File: src/rtl/rx_ring_pkg.sv
package rx_ring_pkg;
  typedef enum logic [2:0] {
    ST_IDLE,
    ST_DATA,
    ST_DROP,
    ST_PAD,
    ST_HDR
  } wr_state_e;

  localparam int HDR_BYTES = 4;
  localparam logic [7:0] STAT_GOOD  = 8'h01;
  localparam logic [7:0] STAT_GROUP = 8'h20;
endpackage

File: src/rtl/rx_space_check.sv
module rx_space_check #(
  parameter int PAGE_W    = 8,
  parameter int MAX_FRAME = 1514
) (
  input  logic [PAGE_W-1:0] cur_pg,
  input  logic [PAGE_W-1:0] bnd_pg,
  input  logic [PAGE_W-1:0] first_pg,
  input  logic [PAGE_W-1:0] end_pg,
  output logic              room_ok
);
  localparam int BW = PAGE_W + 9;
  localparam logic [BW-1:0] NEED = BW'(MAX_FRAME + rx_ring_pkg::HDR_BYTES);

  logic [PAGE_W:0] free_pg;
  logic [BW-1:0]   free_b;

  always_comb begin
    if (cur_pg < bnd_pg)
      free_pg = {1'b0, bnd_pg} - {1'b0, cur_pg};
    else
      free_pg = ({1'b0, end_pg} - {1'b0, first_pg}) - ({1'b0, cur_pg} - {1'b0, bnd_pg});
    free_b  = {free_pg, 8'h00};
    room_ok = (free_b >= NEED);
  end
endmodule

File: src/rtl/rx_next_page.sv
module rx_next_page #(
  parameter int PAGE_W = 8,
  parameter int LEN_W  = 12
) (
  input  logic [PAGE_W-1:0] base_pg,
  input  logic [PAGE_W-1:0] first_pg,
  input  logic [PAGE_W-1:0] end_pg,
  input  logic [LEN_W-1:0]  stored_len,
  output logic [PAGE_W-1:0] next_pg
);
  localparam int SPW = LEN_W + 1;
  localparam int PGW = SPW - 8;
  localparam int SW  = ((PAGE_W > PGW) ? PAGE_W : PGW) + 1;

  logic [SPW-1:0] span;
  logic [SW-1:0]  pages;
  logic [SW-1:0]  sum;

  always_comb begin
    // descriptor plus trailing check bytes, rounded up to whole pages
    span  = {1'b0, stored_len} + SPW'(263);
    pages = SW'(span >> 8);
    sum   = SW'(base_pg) + pages;
    if (sum >= SW'(end_pg))
      sum = sum - SW'(end_pg - first_pg);
    next_pg = PAGE_W'(sum);
  end
endmodule

File: src/rtl/rx_addr_step.sv
module rx_addr_step #(
  parameter int ADDR_W = 16,
  parameter int PAGE_W = 8
) (
  input  logic [ADDR_W-1:0] addr,
  input  logic [PAGE_W-1:0] first_pg,
  input  logic [PAGE_W-1:0] end_pg,
  output logic [ADDR_W-1:0] addr_nx
);
  logic [ADDR_W:0] inc;
  logic [ADDR_W:0] lim;

  always_comb begin
    inc = {1'b0, addr} + (ADDR_W+1)'(1);
    lim = {1'b0, end_pg, 8'h00};
    if (inc == lim)
      addr_nx = {first_pg, 8'h00};
    else
      addr_nx = ADDR_W'(inc);
  end
endmodule

File: src/rtl/rx_ring_writer.sv
module rx_ring_writer
  import rx_ring_pkg::*;
#(
  parameter int ADDR_W    = 16,
  parameter int MAX_FRAME = 1514,
  parameter int MIN_FRAME = 60
) (
  input  logic                clk,
  input  logic                rst_n,
  input  logic                in_valid,
  output logic                in_ready,
  input  logic [7:0]          in_data,
  input  logic                in_sop,
  input  logic                in_eop,
  input  logic                cfg_halt,
  input  logic [ADDR_W-9:0]   cfg_first_pg,
  input  logic [ADDR_W-9:0]   cfg_end_pg,
  input  logic [ADDR_W-9:0]   cfg_bnd_pg,
  input  logic                cfg_cur_we,
  input  logic [ADDR_W-9:0]   cfg_cur_val,
  output logic [ADDR_W-9:0]   cur_page,
  output logic                mem_we,
  output logic [ADDR_W-1:0]   mem_addr,
  output logic [7:0]          mem_data,
  output logic                rx_done
);
  localparam int PAGE_W = ADDR_W - 8;
  localparam int LEN_W  = $clog2(MAX_FRAME + 1) + 1;
  localparam logic [LEN_W-1:0] MAX_L = LEN_W'(MAX_FRAME);
  localparam logic [LEN_W-1:0] MIN_L = LEN_W'(MIN_FRAME);
  localparam logic [LEN_W-1:0] ONE_L = LEN_W'(1);

  wr_state_e          st_q;
  logic [PAGE_W-1:0]  cur_q;
  logic [PAGE_W-1:0]  base_q;
  logic [ADDR_W-1:0]  wptr_q;
  logic [LEN_W-1:0]   cnt_q;
  logic               grp_q;
  logic [1:0]         hidx_q;
  logic               we_q;
  logic [ADDR_W-1:0]  addr_q;
  logic [7:0]         data_q;
  logic               done_q;

  logic               idle_w;
  logic               room_ok;
  logic [PAGE_W-1:0]  next_pg;
  logic [ADDR_W-1:0]  wptr_nx;
  logic [ADDR_W-1:0]  first_addr;
  logic [ADDR_W-1:0]  first_nx;
  logic [LEN_W-1:0]   cnt_after;
  logic [15:0]        total_len;
  logic [7:0]         hdr_byte;
  logic               commit;

  assign idle_w     = (st_q == ST_IDLE);
  assign in_ready   = idle_w || (st_q == ST_DATA) || (st_q == ST_DROP);
  assign first_addr = {cur_q, 8'd4};
  assign cnt_after  = (cnt_q < MAX_L) ? (cnt_q + ONE_L) : cnt_q;
  assign total_len  = 16'(cnt_q) + 16'd4;
  assign commit     = (st_q == ST_HDR) && (hidx_q == 2'd3);

  rx_space_check #(.PAGE_W(PAGE_W), .MAX_FRAME(MAX_FRAME)) u_space (
    .cur_pg   (cur_q),
    .bnd_pg   (cfg_bnd_pg),
    .first_pg (cfg_first_pg),
    .end_pg   (cfg_end_pg),
    .room_ok  (room_ok)
  );

  rx_next_page #(.PAGE_W(PAGE_W), .LEN_W(LEN_W)) u_next (
    .base_pg    (base_q),
    .first_pg   (cfg_first_pg),
    .end_pg     (cfg_end_pg),
    .stored_len (cnt_q),
    .next_pg    (next_pg)
  );

  rx_addr_step #(.ADDR_W(ADDR_W), .PAGE_W(PAGE_W)) u_step_run (
    .addr     (wptr_q),
    .first_pg (cfg_first_pg),
    .end_pg   (cfg_end_pg),
    .addr_nx  (wptr_nx)
  );

  rx_addr_step #(.ADDR_W(ADDR_W), .PAGE_W(PAGE_W)) u_step_first (
    .addr     (first_addr),
    .first_pg (cfg_first_pg),
    .end_pg   (cfg_end_pg),
    .addr_nx  (first_nx)
  );

  always_comb begin
    unique case (hidx_q)
      2'd0:    hdr_byte = STAT_GOOD | (grp_q ? STAT_GROUP : 8'h00);
      2'd1:    hdr_byte = 8'(next_pg);
      2'd2:    hdr_byte = total_len[7:0];
      default: hdr_byte = total_len[15:8];
    endcase
  end

  always_ff @(posedge clk or negedge rst_n) begin
    if (!rst_n) begin
      st_q   <= ST_IDLE;
      cur_q  <= '0;
      base_q <= '0;
      wptr_q <= '0;
      cnt_q  <= '0;
      grp_q  <= 1'b0;
      hidx_q <= 2'd0;
      we_q   <= 1'b0;
      addr_q <= '0;
      data_q <= '0;
      done_q <= 1'b0;
    end else begin
      we_q   <= 1'b0;
      done_q <= 1'b0;
      if (cfg_cur_we) cur_q <= cfg_cur_val;
      unique case (st_q)
        ST_IDLE: begin
          if (in_valid && in_sop) begin
            if (cfg_halt || !room_ok) begin
              st_q <= in_eop ? ST_IDLE : ST_DROP;
            end else begin
              base_q <= cur_q;
              we_q   <= 1'b1;
              addr_q <= first_addr;
              data_q <= in_data;
              wptr_q <= first_nx;
              cnt_q  <= ONE_L;
              grp_q  <= in_data[0];
              hidx_q <= 2'd0;
              if (in_eop) st_q <= (ONE_L < MIN_L) ? ST_PAD : ST_HDR;
              else        st_q <= ST_DATA;
            end
          end
        end
        ST_DATA: begin
          if (in_valid) begin
            if (cnt_q < MAX_L) begin
              we_q   <= 1'b1;
              addr_q <= wptr_q;
              data_q <= in_data;
              wptr_q <= wptr_nx;
              cnt_q  <= cnt_q + ONE_L;
            end
            if (in_eop) st_q <= (cnt_after < MIN_L) ? ST_PAD : ST_HDR;
          end
        end
        ST_DROP: begin
          if (in_valid && in_eop) st_q <= ST_IDLE;
        end
        ST_PAD: begin
          we_q   <= 1'b1;
          addr_q <= wptr_q;
          data_q <= 8'h00;
          wptr_q <= wptr_nx;
          cnt_q  <= cnt_q + ONE_L;
          if ((cnt_q + ONE_L) >= MIN_L) st_q <= ST_HDR;
        end
        ST_HDR: begin
          we_q   <= 1'b1;
          addr_q <= {base_q, 6'd0, hidx_q};
          data_q <= hdr_byte;
          hidx_q <= hidx_q + 2'd1;
          if (commit) begin
            cur_q  <= next_pg;
            done_q <= 1'b1;
            st_q   <= ST_IDLE;
          end
        end
        default: st_q <= ST_IDLE;
      endcase
    end
  end

  assign cur_page = cur_q;
  assign mem_we   = we_q;
  assign mem_addr = addr_q;
  assign mem_data = data_q;
  assign rx_done  = done_q;
endmodule

File: config.mk
export PLATFORM = sky130hd
export DESIGN_NAME = rx_ring_writer
export DESIGN_NICKNAME = d
export VERILOG_FILES = /design/src/rtl/rx_ring_pkg.sv /design/src/rtl/rx_space_check.sv /design/src/rtl/rx_next_page.sv /design/src/rtl/rx_addr_step.sv /design/src/rtl/rx_ring_writer.sv
export SDC_FILE = /design/constraint.sdc
export NUM_CORES = 1
export LEC_CHECK = 0
export CAP_MARGIN = 20
export CORE_AREA = 10 10 132 134
export DETAILED_ROUTE_END_ITERATION = 7
export DIE_AREA = 0 0 142 144
export DONT_BUFFER_PORTS = 1
export PLACE_DENSITY = 0.66
export REMOVE_ABC_BUFFERS = 1
export SYNTH_ARGS = -nofsm -noshare
export SYNTH_HDL_FRONTEND = slang
export SYNTH_SLANG_ARGS = --single-unit
File: constraint.sdc
create_clock -name clk -period 5.8 [get_ports clk]
set_clock_uncertainty 0.05 [all_clocks]
set_input_delay 0 -clock clk [delete_from_list [all_inputs] [get_ports clk]]
set_output_delay 0 -clock clk [all_outputs]
set_load 0.05 [all_outputs]
==> results of run 1 <==
## worst register-to-register path, cell delays in order (launching register included)
cell and delay, ns:
dfrtp_1 0.47, inv_1 0.16, ha_1 0.24, a21oi_1 0.16, nor2_1 0.09, o21ai_0 0.25, xnor2_1 0.14, ha_1 0.34
nand3_1 0.10, a21boi_0 0.27, o21ai_0 0.15, a21oi_1 0.21, xor2_1 0.33, ha_1 0.35, nor2b_1 0.15, a311o_1 0.35
a21oi_4 0.30, mux2_2 0.40, a221o_1 0.34, a22o_1 0.19, mux2_2 0.27
## routing by layer
layer	GRT usage, %	share of wire (%)
met1	30.3	43
met2	34.9	45
met3	6.56	9.6
met4	7.75	2.4
met5	0	0
## worst min path at each step
stage	startpoint	to	slack [ns]	cells after the start
6_report	cfg_first_pg[6]	wptr_q[14]	0.03	3
5_1_grt	cfg_first_pg[6]	wptr_q[14]	0.04	3
4_1_cts	cfg_first_pg[6]	wptr_q[14]	0.02	3
3_5_place_dp	rst_n	cur_page[2]	-0.34	0
3_3_place_gp	rst_n	cur_page[5]	-0.34	0
2_1_floorplan	rst_n	base_q[0]	-0.35	0
## sequential cells by signal (all words and copies together) (netlist names)
register and flops:
mem_addr 16, wptr_q 16, cnt_q 12, base_q 8
cur_page 8, mem_data 8, st_q 3, hidx_q 2
grp_q 1, mem_we 1, rx_done 1
## power breakdown
part / internal, mW / total, mW / switching (mW)
clock network: 0.289 / 0.519 / 0.229
logic: 1.10 / 2.51 / 1.42
registers: 0.718 / 1.29 / 0.576
total: 2.10 / 4.32 / 2.22
## cells by family after synthesis
group,count (synthesis),share of synthesized area (%)
simple gates,279,19.8
compound gates,216,20.7
buf+inv,104,5.71
flops,76,26.1
fa+ha+maj,67,12.8
mux,55,8.29
xor+xnor,49,6.65
## repair_timing
item / 4_1_cts / 5_1_grt
hold endpoints to repair: 101 / 0
hold buffers: 27 / 0
gates resized for setup: 0 / 1
setup endpoints to repair: 0 / 2
buffers inserted: 0 / 0
## placed cells by master, fill, tap and decap left out, types with 5 or more instances in the layout
cell | synthesis | layout
nor3_1 | 20 | 20
clkbuf_16 | 0 | 9
a31oi_1 | 13 | 13
nand2_1 | 85 | 85
inv_1 | 57 | 57
nand2b_1 | 10 | 10
or2_2 | 5 | 5
mux2i_1 | 13 | 13
o21a_1 | 5 | 5
o211ai_1 | 5 | 5
xor2_1 | 17 | 17
o31ai_1 | 7 | 7
or3_1 | 8 | 8
and4_2 | 5 | 5
buf_4 | 2 | 14
dfrtp_1 | 76 | 76
nand3_1 | 29 | 29
nor2b_1 | 13 | 12
dlygate4sd3_1 | 0 | 26
fa_1 | 12 | 12
a21oi_1 | 47 | 47
a21o_1 | 11 | 11
and3_1 | 13 | 13
xnor2_1 | 28 | 28
ha_1 | 55 | 55
a211o_1 | 6 | 6
a221o_1 | 5 | 5
nand4_1 | 13 | 13
a211oi_1 | 5 | 5
mux2_2 | 42 | 42
a22oi_1 | 12 | 12
o22ai_1 | 7 | 7
a22o_1 | 15 | 15
nor2_1 | 50 | 50
o21ai_0 | 36 | 36
## layout make-up
cell class	count	area share [%]
Antenna cell	1	0.0313
Clock buffer	12	2.96
Clock inverter	4	0.329
Inverter	57	2.68
Multi-Input combinational cell	666	62.3
Sequential cell	76	23.8
Tap cell	188	2.95
Timing Repair Buffer	41	4.92
==> impl_metrics.py, run 1 <==
metrics = {
    "logic_synthesis": {
        "ys_warn_count": 0,
        "synth_top_area_cell": "dfrtp_1",
        "async_flop_share_pct": 100,
        "seq_area_frac_synth_pct": 26.1,
        "ys_ff_latch": 76,
        "synthTopCellsByCount": "nand2_1 (85), dfrtp_1 (76), inv_1 (57), ha_1 (55), nor2_1 (50)",
        "synth_top_area_share_pct": 26.1,
        "netlist_area_sq_um": 7280,
        "synth_cell_types": 75,
        "yosysMostFrequentCell": "nand2_1",
        "syn_area_per_cell_sq_um": 8.60,
        "ys.flop_type": "dfrtp_1",
        "synthCells": 846,
        "yosys-top-cells-area": "dfrtp_1 (26%), ha_1 (9.5%), mux2_2 (6.5%)",
        "synth_edf_count": 0,
    },
    "floorplan": {
        "start_util_pct": 49.0,
        "io_pins": 82,
        "dieArea_sq_um": 20400,
        "rows": 45,
        "fp.dieW_microns": 142,
        "coreArea_sq_um": 14900,
        "die_h_microns": 144,
    },
    "critical_path": {
        "setup.worst_path.end": "mem_data[4]",
        "cp.buffers_inverters": 1,
        "cp_top_family": "compound AO/OA/AOI/OAI gates",
        "slowest_delay_ns": 0.47,
        "timing.critical_path.from": "cnt_q[2]",
        "rr_worst_depth": 20,
        "start_kind": "flop",
        "cp_max_fo": 10,
        "crit_chain": "inv_1, ha_1, a21oi_1, nor2_1, o21ai_0, xnor2_1, ha_1, nand3_1, a21boi_0, o21ai_0, a21oi_1, xor2_1, ha_1, nor2b_1, a311o_1, a21oi_4, mux2_2, a221o_1, a22o_1, mux2_2",
        "rrSetupSlack_ns": 0.34,
        "cp.depth": 20,
        "critPathKind": "flop to flop",
        "reg2reg_from": "cnt_q[2]",
        "end_kind": "flop",
        "crit_top_cell": "ha_1",
        "worstReg2RegEnd": "mem_data[4]",
        "worstPathArrival_ns": 5.64,
        "cp_slowest_cell": "dfrtp_1",
        "cp.required_ns": 5.98,
    },
    "global_route": {
        "grt_max_degree": 77,
        "grt_pass1_vias": 6369,
        "grt_pass1_wl_microns": 36500,
        "grt_usage_pct": 22.9,
        "grt_antenna_before_repair": 1,
        "grt.overflow.total": 0,
    },
    "routing": {
        "wl_per_cell_microns": 22.4,
        "drtPass1Iterations": 6,
        "ant_nets": 0,
        "drcViolationCount": 0,
        "drtIter0Drc": 688,
        "wirelength_microns": 23400,
        "num_vias": 6695,
        "viasPerCell": 6.41,
    },
    "timing": {
        "period_share_pct": 94.1,
        "clock.fmax_mhz": 183,
        "setup_slack_ns": 0.343,
        "finalSetupTns_ns": 0,
        "tightest_slew_ns": 0.925,
        "slew_viol_final": 0,
        "finalSetupViolations": 0,
        "fin_crit_ns": 5.46,
        "rsz0062_at_grt": "false",
        "hold_viol_final": 0,
        "slew_headroom_pct": 37.6,
        "whs_ns": 0.0273,
    },
    "power_and_ir_drop": {
        "leakagePower_nw": 3.60,
        "p_per_area_nw_per_um2": 541,
        "total_power_mw": 4.32,
        "ir_drop_mv": 0.321,
    },
    "cts": {
        "clk_path_buf_depth": 2,
        "numCtsBuffers": 9,
        "clock_latency_ns": 0.35,
        "cts.sinks": 76,
        "cts_tree": "yes",
        "cts-root-buf": "clkbuf_16",
        "h-tree-depth": 3,
        "clk_pin_slew_ns": 0.06,
    },
    "cells_and_area": {
        "final_cells": 1045,
        "synthToLayoutAreaGrowth_pct": 9.75,
        "finalInstanceArea_sq_um": 7990,
        "ff_latch_area_sq_um": 1900,
        "fillers": 1384,
        "final_nets": 965,
        "drive_gt1_share_pct": 11.2,
        "multi_input_area_sq_um": 4980,
        "final_util_pct": 53.7,
    },
    "place": {
        "dpl.hpwl_microns": 17800,
        "dp_cells": 1001,
        "gp_congestion": 0.928,
        "pre_cts_ws_ns": 0.351,
        "portBuffers": 0,
        "place_area_sq_um": 7430,
    },
    "job": {
        "maxCapViolCount": 0,
    },
    "status": {
        "status": "finished, final reports clean",
    },
    "worst_hold_path": {
        "hold_class": "input port to flop",
    },
}
Power figures use the tool's default switching activity.
==> inputs of run 2 (changes only) <==
--- a/config.mk
+++ b/config.mk
@@ -7,11 +7,13 @@
 export LEC_CHECK = 0
 export CAP_MARGIN = 20
 export CORE_AREA = 10 10 132 134
+export CTS_BUF_LIST = sky130_fd_sc_hd__clkbuf_4 sky130_fd_sc_hd__clkbuf_8
 export DETAILED_ROUTE_END_ITERATION = 7
 export DIE_AREA = 0 0 142 144
 export DONT_BUFFER_PORTS = 1
 export PLACE_DENSITY = 0.66
 export REMOVE_ABC_BUFFERS = 1
+export SETUP_SLACK_MARGIN = 0.02
 export SYNTH_ARGS = -nofsm -noshare
 export SYNTH_HDL_FRONTEND = slang
 export SYNTH_SLANG_ARGS = --single-unit
==> run 2 against run 1 <==
Effect of this change:
- hold slack got worse by 0.0078 ns
- power down 3.3%
- clock power shrank 27%
- cell area fell by 0.88%
- non-clock buffer count grew 2
- sequential cell count is the same
- routed wire length down 0.22%
- sequential power about the same
- fmax fell by 0.50%
- final cell count rose by 0.19%
- global-route usage fell by 0.062 points
- largest cell class unchanged
- largest power group unchanged
==> impl_metrics.py, run 2 (synthesis results as in run 1) <==
metrics = {
    "timing": {
        "fin_crit_ns": 5.48,
        "tightest_slew_ns": 0.926,
        "finalSetupTns_ns": 0,
        "setup_slack_ns": 0.316,
        "slew_headroom_pct": 37.4,
        "hold_viol_final": 0,
        "slew_viol_final": 0,
        "period_share_pct": 94.6,
        "finalSetupViolations": 0,
        "rsz0062_at_grt": "false",
        "clock.fmax_mhz": 182,
    },
    "floorplan": {
        "coreArea_sq_um": 14900,
        "io_pins": 82,
        "start_util_pct": 49.0,
        "rows": 45,
        "dieArea_sq_um": 20400,
        "fp.dieW_microns": 142,
        "die_h_microns": 144,
    },
    "routing": {
        "wl_per_cell_microns": 22.3,
        "drtIter0Drc": 709,
        "drcViolationCount": 0,
        "ant_nets": 0,
        "wirelength_microns": 23300,
        "drtPass1Iterations": 5,
        "viasPerCell": 6.41,
        "num_vias": 6709,
    },
    "critical_path": {
        "start_kind": "flop",
        "cp_max_fo": 10,
        "reg2reg_from": "cnt_q[2]",
        "critPathKind": "flop to flop",
        "cp.required_ns": 6.01,
        "end_kind": "flop",
        "rr_worst_depth": 20,
        "rrSetupSlack_ns": 0.32,
        "worstPathArrival_ns": 5.70,
        "worstReg2RegEnd": "mem_data[4]",
    },
    "place": {
        "gp_congestion": 0.928,
        "dpl.hpwl_microns": 17800,
        "place_area_sq_um": 7430,
        "pre_cts_ws_ns": 0.351,
        "portBuffers": 0,
    },
    "power_and_ir_drop": {
        "netSwitchingFraction_pct": 52.6,
        "internal_power_mw": 1.98,
        "combPwrFrac_pct": 59.9,
        "switchingPower_mw": 2.20,
        "seq_power_share_pct": 31.0,
        "ir_drop_mv": 0.307,
        "leakagePower_nw": 3.58,
        "p_per_area_nw_per_um2": 528,
        "pwr-share-clk_pct": 9.1,
    },
    "cts": {
        "clk_path_buf_depth": 2,
        "cts_tree": "yes",
        "clk_pin_slew_ns": 0.09,
        "clock_latency_ns": 0.38,
        "numCtsBuffers": 9,
        "cts.sinks": 76,
        "h-tree-depth": 3,
        "cts-root-buf": "clkbuf_8",
    },
    "global_route": {
        "met3_usage_pct": 6.63,
        "grt.overflow.total": 0,
        "grt_use_met2_pct": 34.8,
        "grt_usage_pct": 22.8,
        "top_usage_layer": "met2",
        "grt_max_degree": 77,
        "grt_pass1_vias": 6369,
        "grtUsageMet1_pct": 30.2,
        "grt_antenna_before_repair": 1,
        "grt_pass1_wl_microns": 36500,
    },
    "cells_and_area": {
        "finalInstanceArea_sq_um": 7920,
        "synthToLayoutAreaGrowth_pct": 8.79,
        "fillers": 1391,
        "drive_gt1_share_pct": 11.5,
        "final_nets": 967,
        "mostFrequentLayoutCells": "nand2_1 (85), dfrtp_1 (76), inv_1 (57), ha_1 (55), nor2_1 (50)",
        "layout_commonest_cell": "nand2_1",
    },
    "worst_hold_path": {
        "hold_class": "input port to flop",
        "min_from": "cfg_first_pg[5]",
        "hold_path_depth": 3,
        "min_to": "wptr_q[13]",
    },
    "job": {
        "maxCapViolCount": 0,
    },
    "status": {
        "status": "finished, final reports clean",
    },
}
## run 2: cell count changes in the layout (fill, tap and decap cells not counted), sizes merged
cell         delta
dlygate4sd3     +2
## run 2: final cells by class
cell class                 count  area (sq um)  share of cell area [%]
multi-input combinational    666          4980                    62.9
sequential                    76          1900                    24.0
timing repair buffer          43           413                    5.22
tap                          188           235                    2.97
inverter                      57           214                    2.70
clock buffer                  12           146                    1.85
clock inverter                 4          26.3                   0.332
antenna                        1          2.50                  0.0316
## run 2: stage by stage
stage	cells	utilization (%)	hold slack, ns	total power [mW]
3_5_place_dp	1001	50.0	-0.341	3.73
6_report	1047	53.3	0.0196	4.18
5_1_grt	1046	53.2	0.0120	4.51
4_1_cts	1046	53.2	0.00195	4.17
3_3_place_gp	1000	49.9	-0.341	3.64
2_1_floorplan	799	-	-0.346	3.04
## run 2: worst max-delay path: stages, from the launching register on
cell and delay, ns:
dfrtp_1 0.48, inv_1 0.16, ha_1 0.24, a21oi_1 0.17, nor2_1 0.09, o21ai_0 0.25
xnor2_1 0.14, ha_1 0.34, nand3_1 0.10, a21boi_0 0.27, o21ai_0 0.15, a21oi_1 0.21
xor2_1 0.33, ha_1 0.35, nor2b_1 0.15, a311o_1 0.35, a21oi_4 0.29, mux2_2 0.41
a221o_1 0.34, a22o_1 0.19, mux2_2 0.27
## run 2: how the worst max path moves through the flow
| stage | from | end | slack [ns] | depth (start not counted) |
|---|---|---|---|---|
| 4_1_cts | cnt_q[2] | mem_data[4] | 0.33 | 20 |
| 2_1_floorplan | cnt_q[3] | mem_data[4] | 0.85 | 19 |
| 6_report | cnt_q[2] | mem_data[4] | 0.32 | 20 |
| 5_1_grt | cnt_q[2] | mem_data[4] | 0.07 | 20 |
| 3_5_place_dp | cnt_q[2] | mem_data[4] | 0.35 | 20 |
| 3_3_place_gp | cnt_q[2] | mem_data[4] | 0.48 | 20 |
## run 2: layer usage
metal,vias to the layer above,wire length (microns)
met3,42,2270
met5,-,0
met4,0,577
met1,3248,9870
met2,319,10600
li1,3100,-
## run 2: what timing repair did
item / in CTS / in global routing
setup endpoints to repair: 0 / 2
hold endpoints to repair: 103 / 0
hold buffers: 29 / 0
resized for setup: 0 / 1
buffers inserted: 0 / 0
## run 2: power by group through the flow
| stage | combinational (mW) | clock [mW] | sequential (mW) |
|---|---|---|---|
| 3_3_place_gp | 2.35 | 0 | 1.30 |
| 3_5_place_dp | 2.43 | 0 | 1.30 |
| 6_report | 2.51 | 0.381 | 1.29 |
| 5_1_grt | 2.76 | 0.415 | 1.33 |
| 4_1_cts | 2.48 | 0.391 | 1.29 |
| 2_1_floorplan | 1.81 | 0 | 1.23 |
